## src/rtl/erase_seq_pkg.sv

```systemverilog
package erase_seq_pkg;

    typedef enum logic [3:0] {
        ST_IDLE,
        ST_HV_RAMP,
        ST_SETUP_WR,
        ST_ERASE_WR,
        ST_ERASE_WAIT,
        ST_VERIFY_WR,
        ST_VERIFY_WAIT,
        ST_READ,
        ST_RESET_WR,
        ST_REPORT
    } erase_state_e;

    localparam logic [7:0] CMD_ERASE  = 8'h20;
    localparam logic [7:0] CMD_VERIFY = 8'hA0;
    localparam logic [7:0] CMD_RESET  = 8'hFF;
    localparam logic [7:0] BYTE_BLANK = 8'hFF;

endpackage

```

## src/rtl/erase_seq_timer.sv

```systemverilog
module erase_seq_timer #(
    parameter int TW = 8
) (
    input  logic          clk,
    input  logic          rst_n,
    input  logic          clr_i,
    input  logic [TW-1:0] lim_i,
    output logic          hit_o
);
    logic [TW-1:0] cnt_q;

    always_ff @(posedge clk or negedge rst_n) begin
        if (!rst_n) begin
            cnt_q <= '0;
        end else if (clr_i) begin
            cnt_q <= '0;
        end else if (!hit_o) begin
            cnt_q <= cnt_q + 1'b1;
        end
    end

    assign hit_o = (cnt_q == lim_i);

endmodule

```

## src/rtl/erase_seq_addr.sv

```systemverilog
module erase_seq_addr #(
    parameter int AW = 18
) (
    input  logic          clk,
    input  logic          rst_n,
    input  logic          clr_i,
    input  logic          step_i,
    output logic [AW-1:0] addr_o,
    output logic          last_o
);
    logic [AW-1:0] addr_q;

    always_ff @(posedge clk or negedge rst_n) begin
        if (!rst_n) begin
            addr_q <= '0;
        end else if (clr_i) begin
            addr_q <= '0;
        end else if (step_i) begin
            addr_q <= addr_q + 1'b1;
        end
    end

    assign addr_o = addr_q;
    assign last_o = &addr_q;

    // the controller never steps past the top address
    a_r6_no_step_at_last: assert property (@(posedge clk) disable iff (!rst_n)
        step_i |-> !last_o);

endmodule

```

## src/rtl/erase_seq_pulses.sv

```systemverilog
module erase_seq_pulses #(
    parameter int LIMIT = 1000,
    localparam int PW = $clog2(LIMIT + 1)
) (
    input  logic clk,
    input  logic rst_n,
    input  logic clr_i,
    input  logic inc_i,
    output logic at_limit_o
);
    logic [PW-1:0] cnt_q;

    always_ff @(posedge clk or negedge rst_n) begin
        if (!rst_n) begin
            cnt_q <= '0;
        end else if (clr_i) begin
            cnt_q <= '0;
        end else if (inc_i) begin
            cnt_q <= cnt_q + 1'b1;
        end
    end

    assign at_limit_o = (cnt_q == PW'(LIMIT));

    // no erase pulse is started once the budget is spent
    a_r9_no_pulse_past_limit: assert property (@(posedge clk) disable iff (!rst_n)
        inc_i |-> !at_limit_o);

endmodule

```

## src/rtl/erase_sequencer.sv

```systemverilog
module erase_sequencer
    import erase_seq_pkg::*;
#(
    parameter int AW          = 18,
    parameter int HV_CYC      = 2000,
    parameter int ERASE_CYC   = 1000000,
    parameter int VERIFY_CYC  = 600,
    parameter int PULSE_LIMIT = 1000
) (
    input  logic          clk,
    input  logic          rst_n,
    input  logic          start_i,
    output logic          busy_o,
    output logic          hv_en_o,
    output logic [AW-1:0] fl_addr_o,
    output logic [7:0]    fl_wdata_o,
    output logic          fl_we_o,
    output logic          fl_re_o,
    input  logic [7:0]    fl_rdata_i,
    output logic          done_o,
    output logic          fail_o,
    output logic [AW-1:0] fail_addr_o
);
    localparam int MAX_A = (HV_CYC > ERASE_CYC) ? HV_CYC : ERASE_CYC;
    localparam int MAX_W = (MAX_A > VERIFY_CYC) ? MAX_A : VERIFY_CYC;
    localparam int TW    = $clog2(MAX_W + 1);

    erase_state_e  state_q, state_d;
    logic          failed_q, failed_d;
    logic          tmr_clr, tmr_hit;
    logic [TW-1:0] tmr_lim;
    logic          addr_clr, addr_step, addr_last;
    logic          pul_inc, at_limit;
    logic          byte_blank;
    logic [AW-1:0] addr;

    erase_seq_timer #(.TW(TW)) u_timer (
        .clk   (clk),
        .rst_n (rst_n),
        .clr_i (tmr_clr),
        .lim_i (tmr_lim),
        .hit_o (tmr_hit)
    );

    erase_seq_addr #(.AW(AW)) u_addr (
        .clk    (clk),
        .rst_n  (rst_n),
        .clr_i  (addr_clr),
        .step_i (addr_step),
        .addr_o (addr),
        .last_o (addr_last)
    );

    erase_seq_pulses #(.LIMIT(PULSE_LIMIT)) u_pulses (
        .clk        (clk),
        .rst_n      (rst_n),
        .clr_i      (addr_clr),
        .inc_i      (pul_inc),
        .at_limit_o (at_limit)
    );

    assign byte_blank = (fl_rdata_i == BYTE_BLANK);

    // wait length for the current state, minus one
    always_comb begin
        unique case (state_q)
            ST_HV_RAMP:     tmr_lim = TW'(HV_CYC - 1);
            ST_ERASE_WAIT:  tmr_lim = TW'(ERASE_CYC - 1);
            ST_VERIFY_WAIT: tmr_lim = TW'(VERIFY_CYC - 1);
            default:        tmr_lim = '0;
        endcase
    end

    // next state
    always_comb begin
        state_d   = state_q;
        failed_d  = failed_q;
        addr_step = 1'b0;
        unique case (state_q)
            ST_IDLE: begin
                if (start_i) begin
                    state_d  = ST_HV_RAMP;
                    failed_d = 1'b0;
                end
            end
            ST_HV_RAMP:     if (tmr_hit) state_d = ST_SETUP_WR;
            ST_SETUP_WR:    state_d = ST_ERASE_WR;
            ST_ERASE_WR:    state_d = ST_ERASE_WAIT;
            ST_ERASE_WAIT:  if (tmr_hit) state_d = ST_VERIFY_WR;
            ST_VERIFY_WR:   state_d = ST_VERIFY_WAIT;
            ST_VERIFY_WAIT: if (tmr_hit) state_d = ST_READ;
            ST_READ: begin
                if (byte_blank) begin
                    if (addr_last) begin
                        state_d = ST_RESET_WR;
                    end else begin
                        state_d   = ST_VERIFY_WR;
                        addr_step = 1'b1;
                    end
                end else if (at_limit) begin
                    state_d  = ST_RESET_WR;
                    failed_d = 1'b1;
                end else begin
                    state_d = ST_SETUP_WR;
                end
            end
            ST_RESET_WR:    state_d = ST_REPORT;
            ST_REPORT:      state_d = ST_IDLE;
            default:        state_d = ST_IDLE;
        endcase
    end

    assign tmr_clr  = (state_d != state_q);
    assign addr_clr = (state_q == ST_IDLE) && start_i;
    assign pul_inc  = (state_q == ST_ERASE_WR);

    // state register
    always_ff @(posedge clk or negedge rst_n) begin
        if (!rst_n) begin
            state_q  <= ST_IDLE;
            failed_q <= 1'b0;
        end else begin
            state_q  <= state_d;
            failed_q <= failed_d;
        end
    end

    // outputs decoded from the state
    always_comb begin
        fl_we_o    = 1'b0;
        fl_re_o    = 1'b0;
        fl_wdata_o = 8'h00;
        done_o     = 1'b0;
        fail_o     = 1'b0;
        hv_en_o    = 1'b1;
        busy_o     = 1'b1;
        unique case (state_q)
            ST_IDLE: begin
                hv_en_o = 1'b0;
                busy_o  = 1'b0;
            end
            ST_SETUP_WR, ST_ERASE_WR: begin
                fl_we_o    = 1'b1;
                fl_wdata_o = CMD_ERASE;
            end
            ST_VERIFY_WR: begin
                fl_we_o    = 1'b1;
                fl_wdata_o = CMD_VERIFY;
            end
            ST_READ: fl_re_o = 1'b1;
            ST_RESET_WR: begin
                fl_we_o    = 1'b1;
                fl_wdata_o = CMD_RESET;
            end
            ST_REPORT: begin
                hv_en_o = 1'b0;
                done_o  = !failed_q;
                fail_o  = failed_q;
            end
            default: ;
        endcase
    end

    assign fl_addr_o   = addr;
    assign fail_addr_o = addr;

    // high voltage present on every strobe
    a_r2_hv_on_strobe: assert property (@(posedge clk) disable iff (!rst_n)
        (fl_we_o || fl_re_o) |-> hv_en_o);
    // the erase setup write is followed by the erase start write
    a_r3_erase_pair: assert property (@(posedge clk) disable iff (!rst_n)
        (state_q == ST_SETUP_WR) |=> (fl_we_o && fl_wdata_o == CMD_ERASE));
    // a read strobe only follows the verify wait
    a_r5_read_after_wait: assert property (@(posedge clk) disable iff (!rst_n)
        fl_re_o |-> ($past(state_q) == ST_VERIFY_WAIT));
    // non-blank byte with budget left restarts an erase pulse
    a_r7_retry_pulse: assert property (@(posedge clk) disable iff (!rst_n)
        (fl_re_o && !byte_blank && !at_limit) |=> (fl_we_o && fl_wdata_o == CMD_ERASE));
    // report happens with high voltage removed
    a_r8_report_hv_low: assert property (@(posedge clk) disable iff (!rst_n)
        (done_o || fail_o) |-> !hv_en_o);
    // single-cycle, exclusive result pulses
    a_r10_done_single: assert property (@(posedge clk) disable iff (!rst_n)
        done_o |=> !done_o);
    a_r10_fail_single: assert property (@(posedge clk) disable iff (!rst_n)
        fail_o |=> !fail_o);
    a_r10_exclusive: assert property (@(posedge clk) disable iff (!rst_n)
        !(done_o && fail_o));
    // a start seen mid-run does not end the run
    a_r11_start_ignored: assert property (@(posedge clk) disable iff (!rst_n)
        (busy_o && start_i && !done_o && !fail_o) |=> busy_o);

endmodule

```

## config.mk

```make
export PLATFORM = sky130hd
export DESIGN_NAME = erase_sequencer
export DESIGN_NICKNAME = d
export VERILOG_FILES = /design/src/rtl/erase_seq_pkg.sv /design/src/rtl/erase_seq_timer.sv /design/src/rtl/erase_seq_addr.sv /design/src/rtl/erase_seq_pulses.sv /design/src/rtl/erase_sequencer.sv
export SDC_FILE = /design/constraint.sdc
export NUM_CORES = 1
export LEC_CHECK = 0
export BUFFER_PORTS_ARGS = -buffer_cell sky130_fd_sc_hd__buf_4
export CORE_UTILIZATION = 50
export CTS_CLUSTER_DIAMETER = 200
export DETAILED_ROUTE_END_ITERATION = 8
export PLACE_DENSITY = 0.76
export SYNTH_ARGS = -nofsm -noshare
export SYNTH_HDL_FRONTEND = slang
export SYNTH_SLANG_ARGS = --single-unit
```

## constraint.sdc

```tcl
create_clock -name clk -period 4.1 [get_ports clk]
set_input_delay 0.205 -clock clk [delete_from_list [all_inputs] [get_ports clk]]
set_output_delay 0.205 -clock clk [all_outputs]
set_load 0.05 [all_outputs]
```

# Word-level counts from Yosys, hierarchy flattened
# Cells that the tools add are included.
# Widths: inputs -> output; s select.
# word_totals
input_bits	11
elab_cells	65
output_inout_bits	50
register_bits	53
# classes
mux	29
reduce_logical	11
eq_ne	17
add_sub_neg	3
# op_table
operator	count
$pmux 20 s3	1
$mux 20	2
$mux 18	2
$pmux 4 s9	1
$mux 4	7
$pmux 8 s3	1
$add 20x1->20 const B	1
$eq 20x20->1	1
$mux 10	2
$add 18x1->18 const B	1
$reduce_and 18->1	1
$eq 4x3->1 const B	4
$mux 1	12
$add 10x1->10 const B	1
$eq 10x10->1 const B	1
$eq 4x2->1 const B	2
$eq 4x4->1 const B	2
$eq 8x8->1 const B	1
$ne 2x2->1 const B	4
$reduce_bool 2->1	3
$eq 4x1->1 const B	1
$logic_not 4->1	1
$ne 4x4->1	1
$reduce_and 4->1	1
5 further kinds	6

# Logic depth before layout (Yosys ltp)
# Gate-level depths: netlist (run 1).
# depth
word_depth	7
mapped_depth	10
depth_no_buf	9

# Modules after synthesis
# Synthesis (run 1) repeated with hierarchy kept, for this count alone.
# hier_totals
hier_cells	381
hier_area_um2	3499.6
# by_module_without_submodules
mod	area_per_inst_um2	cells_per_inst	seq_area_each_um2	instances
erase_seq_timer	1341.3	145	500.5	1
erase_seq_addr	923.4	92	450.4	1
erase_sequencer	698.2	92	125.1	1
erase_seq_pulses	536.8	52	250.2	1

# Worst setup path after synthesis (run 1)
# Ideal clock, no wire load.
# synth_timing
path_kind	register to output
startpoint	register state_q[3]
endpoint	output fl_wdata_o[1]
path_buffers	2
arrival_ps	2616
required_ps	3895
path_stages_with_launch	5
setup_slack_ps	1279
path_cell_list	dfrtp_1 > clkbuf_1 > nand2b_1 > nor3_1 > buf_4
# synth_between
elab_chain_cells	3
elab_cells_between_ends	6
cone_classes	eq/ne (4); mux (1); reduce/logical (1)
# synth_rtl
item	line_no	source
from (decl)	erase_sequencer.sv:28	erase_state_e state_q, state_d;
from (signal assigned)	erase_sequencer.sv:123	state_q <= state_d;
$eq 4x2->1	erase_sequencer.sv:137	unique case (state_q)
$reduce_or 2->1	erase_sequencer.sv:137	
$pmux 8 s3 (*)	erase_sequencer.sv:137	
to (decl)	erase_sequencer.sv:16	output logic [7:0] fl_wdata_o,
# Mark *: on every way between the ends. The rest lies on a longest branch, timed or not.

# Worst setup path after layout (run 1)
# layout_timing
startpoint	register state_q[1]
endpoint	register u_timer.cnt_q[7]
# layout_between
elab_chain_cells	7
elab_cells_between_ends	19
cone_classes	eq/ne (11); mux (7); reduce/logical (1)
# layout_rtl
item	line_no	source
$eq 4x3->1 or $eq 4x1->1 (tied branches)	erase_sequencer.sv:66, erase_sequencer.sv:79	
$pmux 20 s3	erase_sequencer.sv:66	unique case (state_q)
$eq 20x20->1	erase_seq_timer.sv:22	assign hit_o = (cnt_q == lim_i);
$mux 4 (on tied branches)	erase_sequencer.sv:91, erase_sequencer.sv:86, erase_sequencer.sv:89	
$pmux 4 s9	erase_sequencer.sv:79	unique case (state_q)
$ne 4x4->1	erase_sequencer.sv:113	assign tmr_clr = (state_d != state_q);
$ne 2x2->1 (no source line) or $mux 20 (tied branches)	n/a	
to (signal assigned)	erase_seq_timer.sv:18	cnt_q <= cnt_q + 1'b1;
to (decl)	erase_seq_timer.sv:10	logic [TW-1:0] cnt_q;
# Several ways; a longest one is shown, not always the timed one.
# A chain may end at the register's enable or synchronous reset.

==> flow_summary.json, run 1 <==
{
  "netlist_area_um2": 3334,
  "post-cts-setup-buffer-count": 0,
  "num_rows": 29,
  "fin_nets": 415,
  "stdcell_count": 478,
  "start_util_pct": 52.21,
  "die-area_um2": 7000,
  "cp_slowest_stage_delay_ps": 660,
  "clk_latency_ps": 320,
  "wire_per_inst_um": 14.61,
  "min_path_cells": 6,
  "p_per_area_nw_per_um2": 448.2,
  "ys_async_sr_fraction_pct": 100.0,
  "cap_viol_max_count": 0,
  "final_antenna_net_count": 0,
  "cp_max_fo": 20,
  "worstReg2RegStart": "state_q[1]",
  "drc": 0,
  "grt_pass1_vias": 2509,
  "critical_path_arrival_ps": 3420,
  "fill_cells": 546,
  "path_buf_inv": 1,
  "io_buffers": 60,
  "max_freq_mhz": 310.9,
  "rsz0062_at_grt": "no",
  "yosysWarnings": 0,
  "worstSetupEndpointType": "flip-flop",
  "peakVddDrop_mv": 0.2863,
  "path_common_cell": "o221ai_2",
  "die-height_um": 83.67,
  "crit_path_start_kind": "flip-flop",
  "outcome": "finished clean",
  "drive_gt1_share_pct": 24.69,
  "cts_buffer_depth": 2,
  "cp_cell_sequence": "or4b_4, nor4_4, o221ai_2, nor3_4, o22ai_1, o221ai_2, buf_12, nor2_2",
  "worstHoldStart": "fl_rdata_i[4]",
  "synth.area.top_cells": "dfrtp_1, buf_4, xnor2_1",
  "path_delay_family": "simple AND/OR/NAND/NOR gates",
  "p_leak_uw": 0.001675,
  "postSynthNetCount": 385,
  "reg2regPathDepth": 8,
  "fp.dieW_um": 83.67,
  "finalCritPeriodShare_pct": 78.44,
  "seq_area_frac_synth_pct": 39.77,
  "min_path_type": "in -> reg",
  "critPathRequiredTime_ps": 4300,
  "antenna_found_initial": 0,
  "tightestPinTransition_ps": 1053,
  "grtUsageTotal_pct": 20.99,
  "drtIter0Drc": 166,
  "multi_input_area_um2": 1683,
  "fin_crit_ps": 3216,
  "maxSlewViolCount": 0,
  "routabilityCongestion": 0.8790,
  "ys_ff_latch": 53,
  "via_count": 2731,
  "root_buffer": "clkbuf_8",
  "syn_area_per_cell_um2": 9.012,
  "grt_max_degree": 54,
  "clk_pin_slew_ps": 110,
  "numCtsBuffers": 5,
  "ys.flop_type": "dfrtp_1",
  "drt-vias-per-instance": 5.713,
  "seqCellArea_um2": 1326,
  "overflow": 0,
  "ys_types": 52,
  "postRouteWirelength_mm": 6.983,
  "syn_inst": 370,
  "cts_tree": "done",
  "relSlewSlack_pct": 29.81,
  "slowest_stage": "or4b_4",
  "synth_top_cell_area_share_pct": 39.77,
  "yosysTopAreaCell": "dfrtp_1",
  "clock_sinks": 53,
  "synth_edf_count": 0,
  "htree_levels": 2,
  "pin_count": 61,
  "syn2layout_area_growth_pct": 12.68,
  "reg2reg_slack_ps": 880,
  "dr.pass1.iters": 4,
  "placed_cells": 469,
  "fin_setup_tns_ps": 0,
  "hold_viol": 0,
  "holdWs_ps": 413.5,
  "min_to": "failed_q",
  "setup_viol": 0,
  "place_hpwl_mm": 4.975,
  "grt_pass1_wl_mm": 11.97,
  "skew_ps": 10.75,
  "core_um2": 6386,
  "diodes": 0,
  "fin_total_pwr_uw": 1684,
  "r2r-end": "u_timer.cnt_q[7]",
  "critPathKind": "reg -> reg"
}
[cell usage after synthesis, types with 2 or more instances]
library cell and number:
nand4_1 12, nor3b_1 2, a21oi_2 5, or3_1 12
inv_1 17, nor2_1 39, nor2_2 15, o21bai_1 2
buf_4 23, buf_2 2, nor3_1 8, mux2i_1 2
a21oi_1 13, o21ai_0 13, nand3_1 13, or4_1 3
nand2b_1 2, nor2b_1 2, ha_1 4, a21o_1 4
o221ai_2 2, xnor2_1 18, nand2_1 23, a31oi_1 7
and2_1 3, and3_1 6, or3b_1 2, buf_6 3
xor2_1 16, clkbuf_1 12, dfrtp_1 53, nor4_1 5
and4_1 8
[per-layer routing]
metal | part of all wire (%) | routed length, um | GRT usage (%) | up-vias
met5 | 0 | 0 | 0 | -
met4 | 0.52 | 36 | 6.317 | 0
met3 | 4.8 | 337 | 4.748 | 2
met2 | 49 | 3397 | 33.85 | 61
met1 | 46 | 3211 | 28.21 | 1340
li1 | - | - | - | 1328
[area by class of cell]
class / count / share of cell area [%]
flip-flops and latches: 53 / 35.30
inverters: 17 / 1.698
clock inverters: 2 / 0.4662
repair buffers: 63 / 12.99
well taps: 77 / 2.564
clock buffers: 6 / 2.198
multi-input cells: 260 / 44.79
[how the worst max path moves through the flow]
stage | from | end | slack (ps) | depth (start not counted)
3_5_place_dp | state_q[1] | u_timer.cnt_q[7] | 900 | 8
3_3_place_gp | state_q[1] | u_timer.cnt_q[7] | 990 | 8
6_report | state_q[1] | u_timer.cnt_q[7] | 880 | 8
4_1_cts | state_q[1] | u_timer.cnt_q[7] | 890 | 8
5_1_grt | state_q[1] | u_timer.cnt_q[4] | 660 | 8
2_1_floorplan | state_q[3] | fl_wdata_o[1] | 1280 | 4
[placed cells by master (no fill, tap or decap), types with 4 or more instances in the layout]
master    Yosys  routed
a21o_1        4       4
a21oi_1      13      13
a21oi_2       5       5
a31oi_1       7       7
and3_1        6       6
and4_1        8       8
buf_4        23      61
clkbuf_8      0       6
dfrtp_1      53      53
ha_1          4       4
inv_1        17      17
nand2_1      23      23
nand3_1      13      13
nand4_1      12      12
nor2_1       39      39
nor2_2       15      15
nor3_1        8       8
nor4_1        5       5
o21ai_0      13      13
or3_1        12      12
xnor2_1      18      18
xor2_1       16      16
[repair_timing]
action	in CTS	in global routing
hold endpoints to repair	53	0
resized for setup	0	0
hold buffers	1	0
[state kept, by name, indices dropped and copies added (netlist names)]
register / flops
u_addr.addr_o: 18
state_q: 4
u_timer.cnt_q: 20
u_pulses.cnt_q: 10
failed_q: 1
[kinds of logic after synthesis]
| kind of cell | synth area share, % |
|---|---|
| AOI/OAI and AO/OA | 11.52 |
| xor gates and xnor gates | 8.930 |
| DFF | 39.77 |
| muxes | 0.6004 |
| buffers and inverters | 9.756 |
| adders and majority gates | 1.501 |
| and+or+nand+nor | 27.92 |
[stage by stage]
step | util, % | cell area [um^2] | worst slack, ps
after floorplan | - | 3334 | 1279
after global routing | 58.84 | 3757 | 663.0
final | 58.84 | 3757 | 883.8
after detailed placement | 57.11 | 3647 | 899.8
after global placement | 57.11 | 3647 | 986.0
after CTS | 58.84 | 3757 | 892.9
[worst min-delay path, delay by kind of cell]
family	cells	cell delay, ps
simple gates	4	310
buf+inv	1	110
compound gates	1	70
[where the power goes]
part	switching, uW	leakage, uW	total [uW]	internal (uW)
Combinational	438	0.000897	694	256
Clock	185	0.0000518	325	141
Sequential	94.3	0.000726	665	571
Total	717	0.00168	1680	967
No activity file was read; power rests on OpenSTA's default activity.
==> run 2, diff against run 1 <==
--- a/config.mk
+++ b/config.mk
@@ -5,11 +5,12 @@
 export SDC_FILE = /design/constraint.sdc
 export NUM_CORES = 1
 export LEC_CHECK = 0
+export ABC_AREA = 1
 export BUFFER_PORTS_ARGS = -buffer_cell sky130_fd_sc_hd__buf_4
 export CORE_UTILIZATION = 50
 export CTS_CLUSTER_DIAMETER = 200
 export DETAILED_ROUTE_END_ITERATION = 8
-export PLACE_DENSITY = 0.76
+export PLACE_DENSITY = 0.75
 export SYNTH_ARGS = -nofsm -noshare
 export SYNTH_HDL_FRONTEND = slang
 export SYNTH_SLANG_ARGS = --single-unit
==> constraint.sdc (replaced) <==
create_clock -name clk -period 3.35 [get_ports clk]
set_input_delay 0.1675 -clock clk [delete_from_list [all_inputs] [get_ports clk]]
set_output_delay 0.1675 -clock clk [all_outputs]
set_load 0.05 [all_outputs]
==> flow_summary.json, run 2 <==
{
  "peakVddDrop_mv": 0.3343,
  "clk_pin_slew_ps": 100,
  "synth-xor-area-share_pct": 5.265,
  "multi_input_area_um2": 1713,
  "yosysTopAreaCell": "dfrtp_1",
  "cp_cell_sequence": "ha_1, nand2_1, nor3_1, nand3_1, nand3_1, nand2_2, nor2_1, nand3_2, nand2_1, nand2_2, nor2_2",
  "syn2layout_area_growth_pct": 13.43,
  "fin_nets": 539,
  "via_count": 3164,
  "path_buf_inv": 0,
  "num_rows": 30,
  "regMostFlops": "u_timer.cnt_q",
  "worstSetupEndpointType": "flip-flop",
  "start_util_pct": 51.70,
  "clk_latency_ps": 320,
  "yosys.area_share.adder_pct": 1.433,
  "ys.flop_type": "dfrtp_1",
  "min_path_type": "in -> reg",
  "numCtsBuffers": 5,
  "maxSlewViolCount": 0,
  "post-route-util_pct": 58.65,
  "synth-simple-area-share_pct": 35.60,
  "postRouteWirelength_mm": 7.697,
  "cp_max_fo": 20,
  "seq_area_frac_synth_pct": 37.97,
  "syn_inst": 483,
  "drive_gt1_share_pct": 19.81,
  "drtIter0Drc": 151,
  "layout_common_cells": "nand2_1, inv_1, buf_4",
  "ys_async_sr_fraction_pct": 100.0,
  "drc": 0,
  "postSynthNetCount": 498,
  "grt_pass1_vias": 2966,
  "post-cts-setup-buffer-count": 0,
  "root_buffer": "clkbuf_8",
  "synth_top_family_by_area": "simple AND/OR/NAND/NOR gates",
  "path_delay_family": "simple AND/OR/NAND/NOR gates",
  "mostFrequentLayoutCell": "nand2_1",
  "finalCritPeriodShare_pct": 76.90,
  "io_buffers": 60,
  "crit_path_start_kind": "flip-flop",
  "critical_path_arrival_ps": 2810,
  "syn_area_per_cell_um2": 7.233,
  "grt_pass1_wl_mm": 13.11,
  "fp.dieW_um": 85.59,
  "clock_sinks": 53,
  "synth.area.top_cells": "dfrtp_1, nand2_1, inv_1",
  "p_leak_uw": 0.001896,
  "die-height_um": 85.59,
  "relSlewSlack_pct": 54.96,
  "cp_slowest_stage_delay_ps": 440,
  "grt_max_degree": 54,
  "wire_per_inst_um": 12.72,
  "yosysWarnings": 0,
  "setup_viol": 0,
  "die-area_um2": 7325,
  "routabilityCongestion": 0.9362,
  "tightestPinTransition_ps": 675.7,
  "slowest_stage": "dfrtp_1",
  "cts_buffer_depth": 2,
  "ys_ff_latch": 53,
  "antenna_found_initial": 0,
  "max_freq_mhz": 388.2,
  "rsz0062_at_grt": "no",
  "overflow": 0,
  "outcome": "finished clean",
  "synth_top_cell_area_share_pct": 37.97,
  "ys_types": 31,
  "drt-vias-per-instance": 5.230,
  "hold_viol": 0,
  "grtUsageTotal_pct": 22.09,
  "synth_compound_area_share_pct": 6.734,
  "diodes": 0,
  "fin_crit_ps": 2576,
  "critPathRequiredTime_ps": 3590,
  "synthTopCellsByCount": "nand2_1, inv_1, nor2_1",
  "dr.pass1.iters": 4,
  "seqCellArea_um2": 1326,
  "skew_ps": 8.618,
  "netlist_area_um2": 3493,
  "largest_reg_flops": 20,
  "pin_count": 61,
  "htree_levels": 2,
  "place_hpwl_mm": 5.774,
  "fin_setup_tns_ps": 0,
  "p_per_area_nw_per_um2": 632.7,
  "synth_edf_count": 0,
  "final_antenna_net_count": 0,
  "fill_cells": 642,
  "core_um2": 6756,
  "cts_tree": "done",
  "synth_most_common_cell": "nand2_1",
  "critPathKind": "reg -> reg",
  "cap_viol_max_count": 0,
  "synth_mux_area_share_pct": 0
}
==> run 2: through the flow <==
stage          setup slack, ps  std cells  hold WS (ps)  power, uW  area (um^2)
5_1_grt                  420.6        605         317.7       2671         3963
2_1_floorplan             1086        483        -128.1       1841         3493
6_report                 773.7        605         309.0       2507         3963
4_1_cts                  746.0        605         293.3       2526         3963
3_5_place_dp             768.1        596         247.1       2074         3841
3_3_place_gp             891.6        596         241.5       2058         3841
==> run 2: worst paths after layout <==
check                                 startpoint                 to  slack, ps  cells past startpoint
worst max-delay path            u_addr.addr_o[0]  u_timer.cnt_q[12]        770                     11
worst min-delay path                     start_i  u_pulses.cnt_q[2]        310                      5
worst max register to register  u_addr.addr_o[0]  u_timer.cnt_q[12]        770                     11
worst min register to register          failed_q           failed_q        540                      2
max in group asynchronous                  rst_n   u_timer.cnt_q[9]       2470                      2
min in group asynchronous                  rst_n  u_pulses.cnt_q[7]        410                      2
==> run 2: what timing repair did <==
item	CTS	global route
gates resized for setup	0	0
hold buffers	1	0
hold endpoints to repair	53	0
==> run 2: final cells by class <==
| class | count | share of cell area, % |
|---|---|---|
| clock inverter | 2 | 0.9788 |
| sequential | 53 | 33.47 |
| clock buffer | 6 | 1.831 |
| multi-input combinational | 337 | 43.23 |
| inverter | 65 | 6.157 |
| tap | 80 | 2.526 |
| timing repair buffer | 62 | 11.81 |
==> run 2: routing by layer <==
| metal | track usage (%) | wire [um] | up-vias |
|---|---|---|---|
| li1 | - | - | 1605 |
| met1 | 27.21 | 3495 | 1471 |
| met2 | 39.71 | 3787 | 72 |
| met3 | 3.272 | 291 | 16 |
| met4 | 7.121 | 122 | 0 |
| met5 | 0 | 0 | - |
==> run 2: cells by family (layout without fill, tap and decap cells) <==
family	after synthesis	count (layout)
AOI/OAI and AO/OA	42	42
buffers and inverters	93	135
adders and majority gates	4	4
and+or+nand+nor	270	270
DFF	53	53
xor gates and xnor gates	21	21
==> run 2: report_power, final <==
part	internal (uW)	switching [uW]
combinational	332	940
clock	225	216
sequential	704	91.0
==> run 2: worst min-delay path: cells and delay by family <==
kind                   cells  cell delay [ps]
buffers and inverters      2              270
AND/OR/NAND/NOR            3              160
==> run 3, diff against run 2 <==
==> constraint.sdc (replaced) <==
create_clock -name clk -period 2.4 [get_ports clk]
set_input_delay 0.12 -clock clk [delete_from_list [all_inputs] [get_ports clk]]
set_output_delay 0.12 -clock clk [all_outputs]
set_load 0.05 [all_outputs]
==> flow_summary.json, run 3 (synthesis gave the netlist of run 2 again) <==
{
  "root_buffer": "clkbuf_8",
  "drt-vias-per-instance": 5.209,
  "critical_path_arrival_ps": 2350,
  "postRouteWirelength_mm": 7.733,
  "worstHoldStart": "start_i",
  "share_comb_of_total_power_pct": 51.8,
  "fin_area_um2": 4029,
  "rsz0062_at_grt": "no",
  "die-height_um": 85.59,
  "tightestPinTransition_ps": 660.6,
  "fin_crit_ps": 2162,
  "cp_max_fo": 12,
  "overflow": 0,
  "die-area_um2": 7325,
  "regMostFlops": "u_timer.cnt_q",
  "reg2regPathDepth": 13,
  "post-cts-setup-buffer-count": 0,
  "p_int_uw": 1860,
  "dpl-instance-area_um2": 3894,
  "r2r-end": "u_timer.cnt_q[0]",
  "p_per_area_nw_per_um2": 897.9,
  "outcome": "finished clean",
  "reg2reg_slack_ps": 240,
  "clk_pin_slew_ps": 100,
  "numCtsBuffers": 5,
  "antenna_found_initial": 0,
  "grt_max_degree": 54,
  "fin_setup_tns_ps": 0,
  "critPathRequiredTime_ps": 2590,
  "setup_viol": 0,
  "min_path_type": "in -> reg",
  "hold_viol": 0,
  "cp_slowest_stage_delay_ps": 490,
  "clk_latency_ps": 310,
  "via_count": 3188,
  "crit_path_start_kind": "flip-flop",
  "min_to": "state_q[0]",
  "routabilityCongestion": 0.8863,
  "syn2layout_area_growth_pct": 15.33,
  "min_path_cells": 5,
  "mostFrequentLayoutCell": "nand2_1",
  "critPathKind": "reg -> reg",
  "largest_reg_flops": 20,
  "clock_sinks": 53,
  "fin_total_pwr_uw": 3618,
  "dr.pass1.iters": 5,
  "layout_common_cells": "nand2_1, buf_4, inv_1",
  "diodes": 0,
  "grt_pass1_vias": 3002,
  "fp.dieW_um": 85.59,
  "place_hpwl_mm": 5.899,
  "worstReg2RegStart": "u_addr.addr_o[0]",
  "pin_count": 61,
  "htree_levels": 2,
  "holdWs_ps": 252.5,
  "cap_viol_max_count": 0,
  "grtUsageTotal_pct": 22.32,
  "core_um2": 6756,
  "drtIter0Drc": 137,
  "skew_ps": 14.08,
  "final_antenna_net_count": 0,
  "maxSlewViolCount": 0,
  "slowest_stage": "dfrtp_1",
  "peakVddDrop_mv": 0.7386,
  "max_freq_mhz": 462.5,
  "p_leak_uw": 0.001932,
  "p_seq_share_pct": 30.6,
  "fin_nets": 546,
  "finalCritPeriodShare_pct": 90.09,
  "power_switching_uw": 1757,
  "start_util_pct": 51.70,
  "grt_pass1_wl_mm": 13.17,
  "clkPwrFrac_pct": 17.7,
  "relSlewSlack_pct": 55.96,
  "worstSetupEndpointType": "flip-flop",
  "drive_gt1_share_pct": 21.24,
  "wire_per_inst_um": 12.64,
  "io_buffers": 60,
  "p_sw_share_pct": 48.58,
  "num_rows": 30,
  "drc": 0,
  "cts_tree": "done",
  "cp_cell_sequence": "ha_1, nand2_1, nor3_1, nand3_1, nand3_1, nand3_1, nor2_1, nor2_1, nand2_1, nor2_1, nand2_2, buf_4, nor2_2",
  "cts_buffer_depth": 2
}
## run 3: worst max-delay path, delay by kind of cell, from the launching register on
kind	cells	cell delay [ps]
simple gates	11	1040
flops	1	490
fa+ha+maj	1	280
buf+inv	1	220
## run 3: what timing repair did
item | in CTS | in global routing
endpoints found under the setup margin | 0 | 1
hold endpoints to repair | 53 | 0
hold buffers | 1 | 0
gates resized for setup | 0 | 1
## run 3: through the flow
step / std cells / setup WS [ps] / util [%]
after floorplan: 483 / 136.2 / -
after global placement: 603 / 253.2 / 57.63
after detailed placement: 603 / 235.5 / 57.63
after CTS: 612 / 210.9 / 59.56
after global routing: 612 / 22.58 / 59.63
final: 612 / 237.9 / 59.63
## run 3: cell type report
class	count	area [um^2]
Clock buffer	6	82.58
Timing Repair Buffer	69	520.5
Sequential cell	53	1326
Inverter	65	244.0
Multi-Input combinational cell	337	1718
Tap cell	80	100.1
Clock inverter	2	37.54
Fill cell	633	2728
## run 3: layer usage
metal / routed length, um / track usage (%) / vias up
li1: - / - / 1610
met1: 3522 / 28.65 / 1481
met2: 3761 / 38.91 / 91
met3: 369 / 3.561 / 6
met4: 80 / 6.515 / 0
met5: 0 / 0 / -
## run 3: power groups by stage
stage | combinational [uW] | clock, uW | sequential (uW)
floorplan | 1350 | 0 | 1220
global placement | 1840 | 0 | 1110
detailed placement | 1870 | 0 | 1120
CTS | 1870 | 662 | 1100
global route | 2040 | 686 | 1120
finish | 1870 | 639 | 1110
## run 3: how the worst max path moves through the flow
stage,start,endpoint,slack (ps)
after CTS,u_addr.addr_o[0],u_addr.addr_o[9],210
after global routing,u_addr.addr_o[0],u_timer.cnt_q[0],20
after floorplan,u_addr.addr_o[0],u_timer.cnt_q[18],140
final,u_addr.addr_o[0],u_timer.cnt_q[0],240
after detailed placement,u_addr.addr_o[0],u_addr.addr_o[9],240
after global placement,u_addr.addr_o[0],u_addr.addr_o[9],250
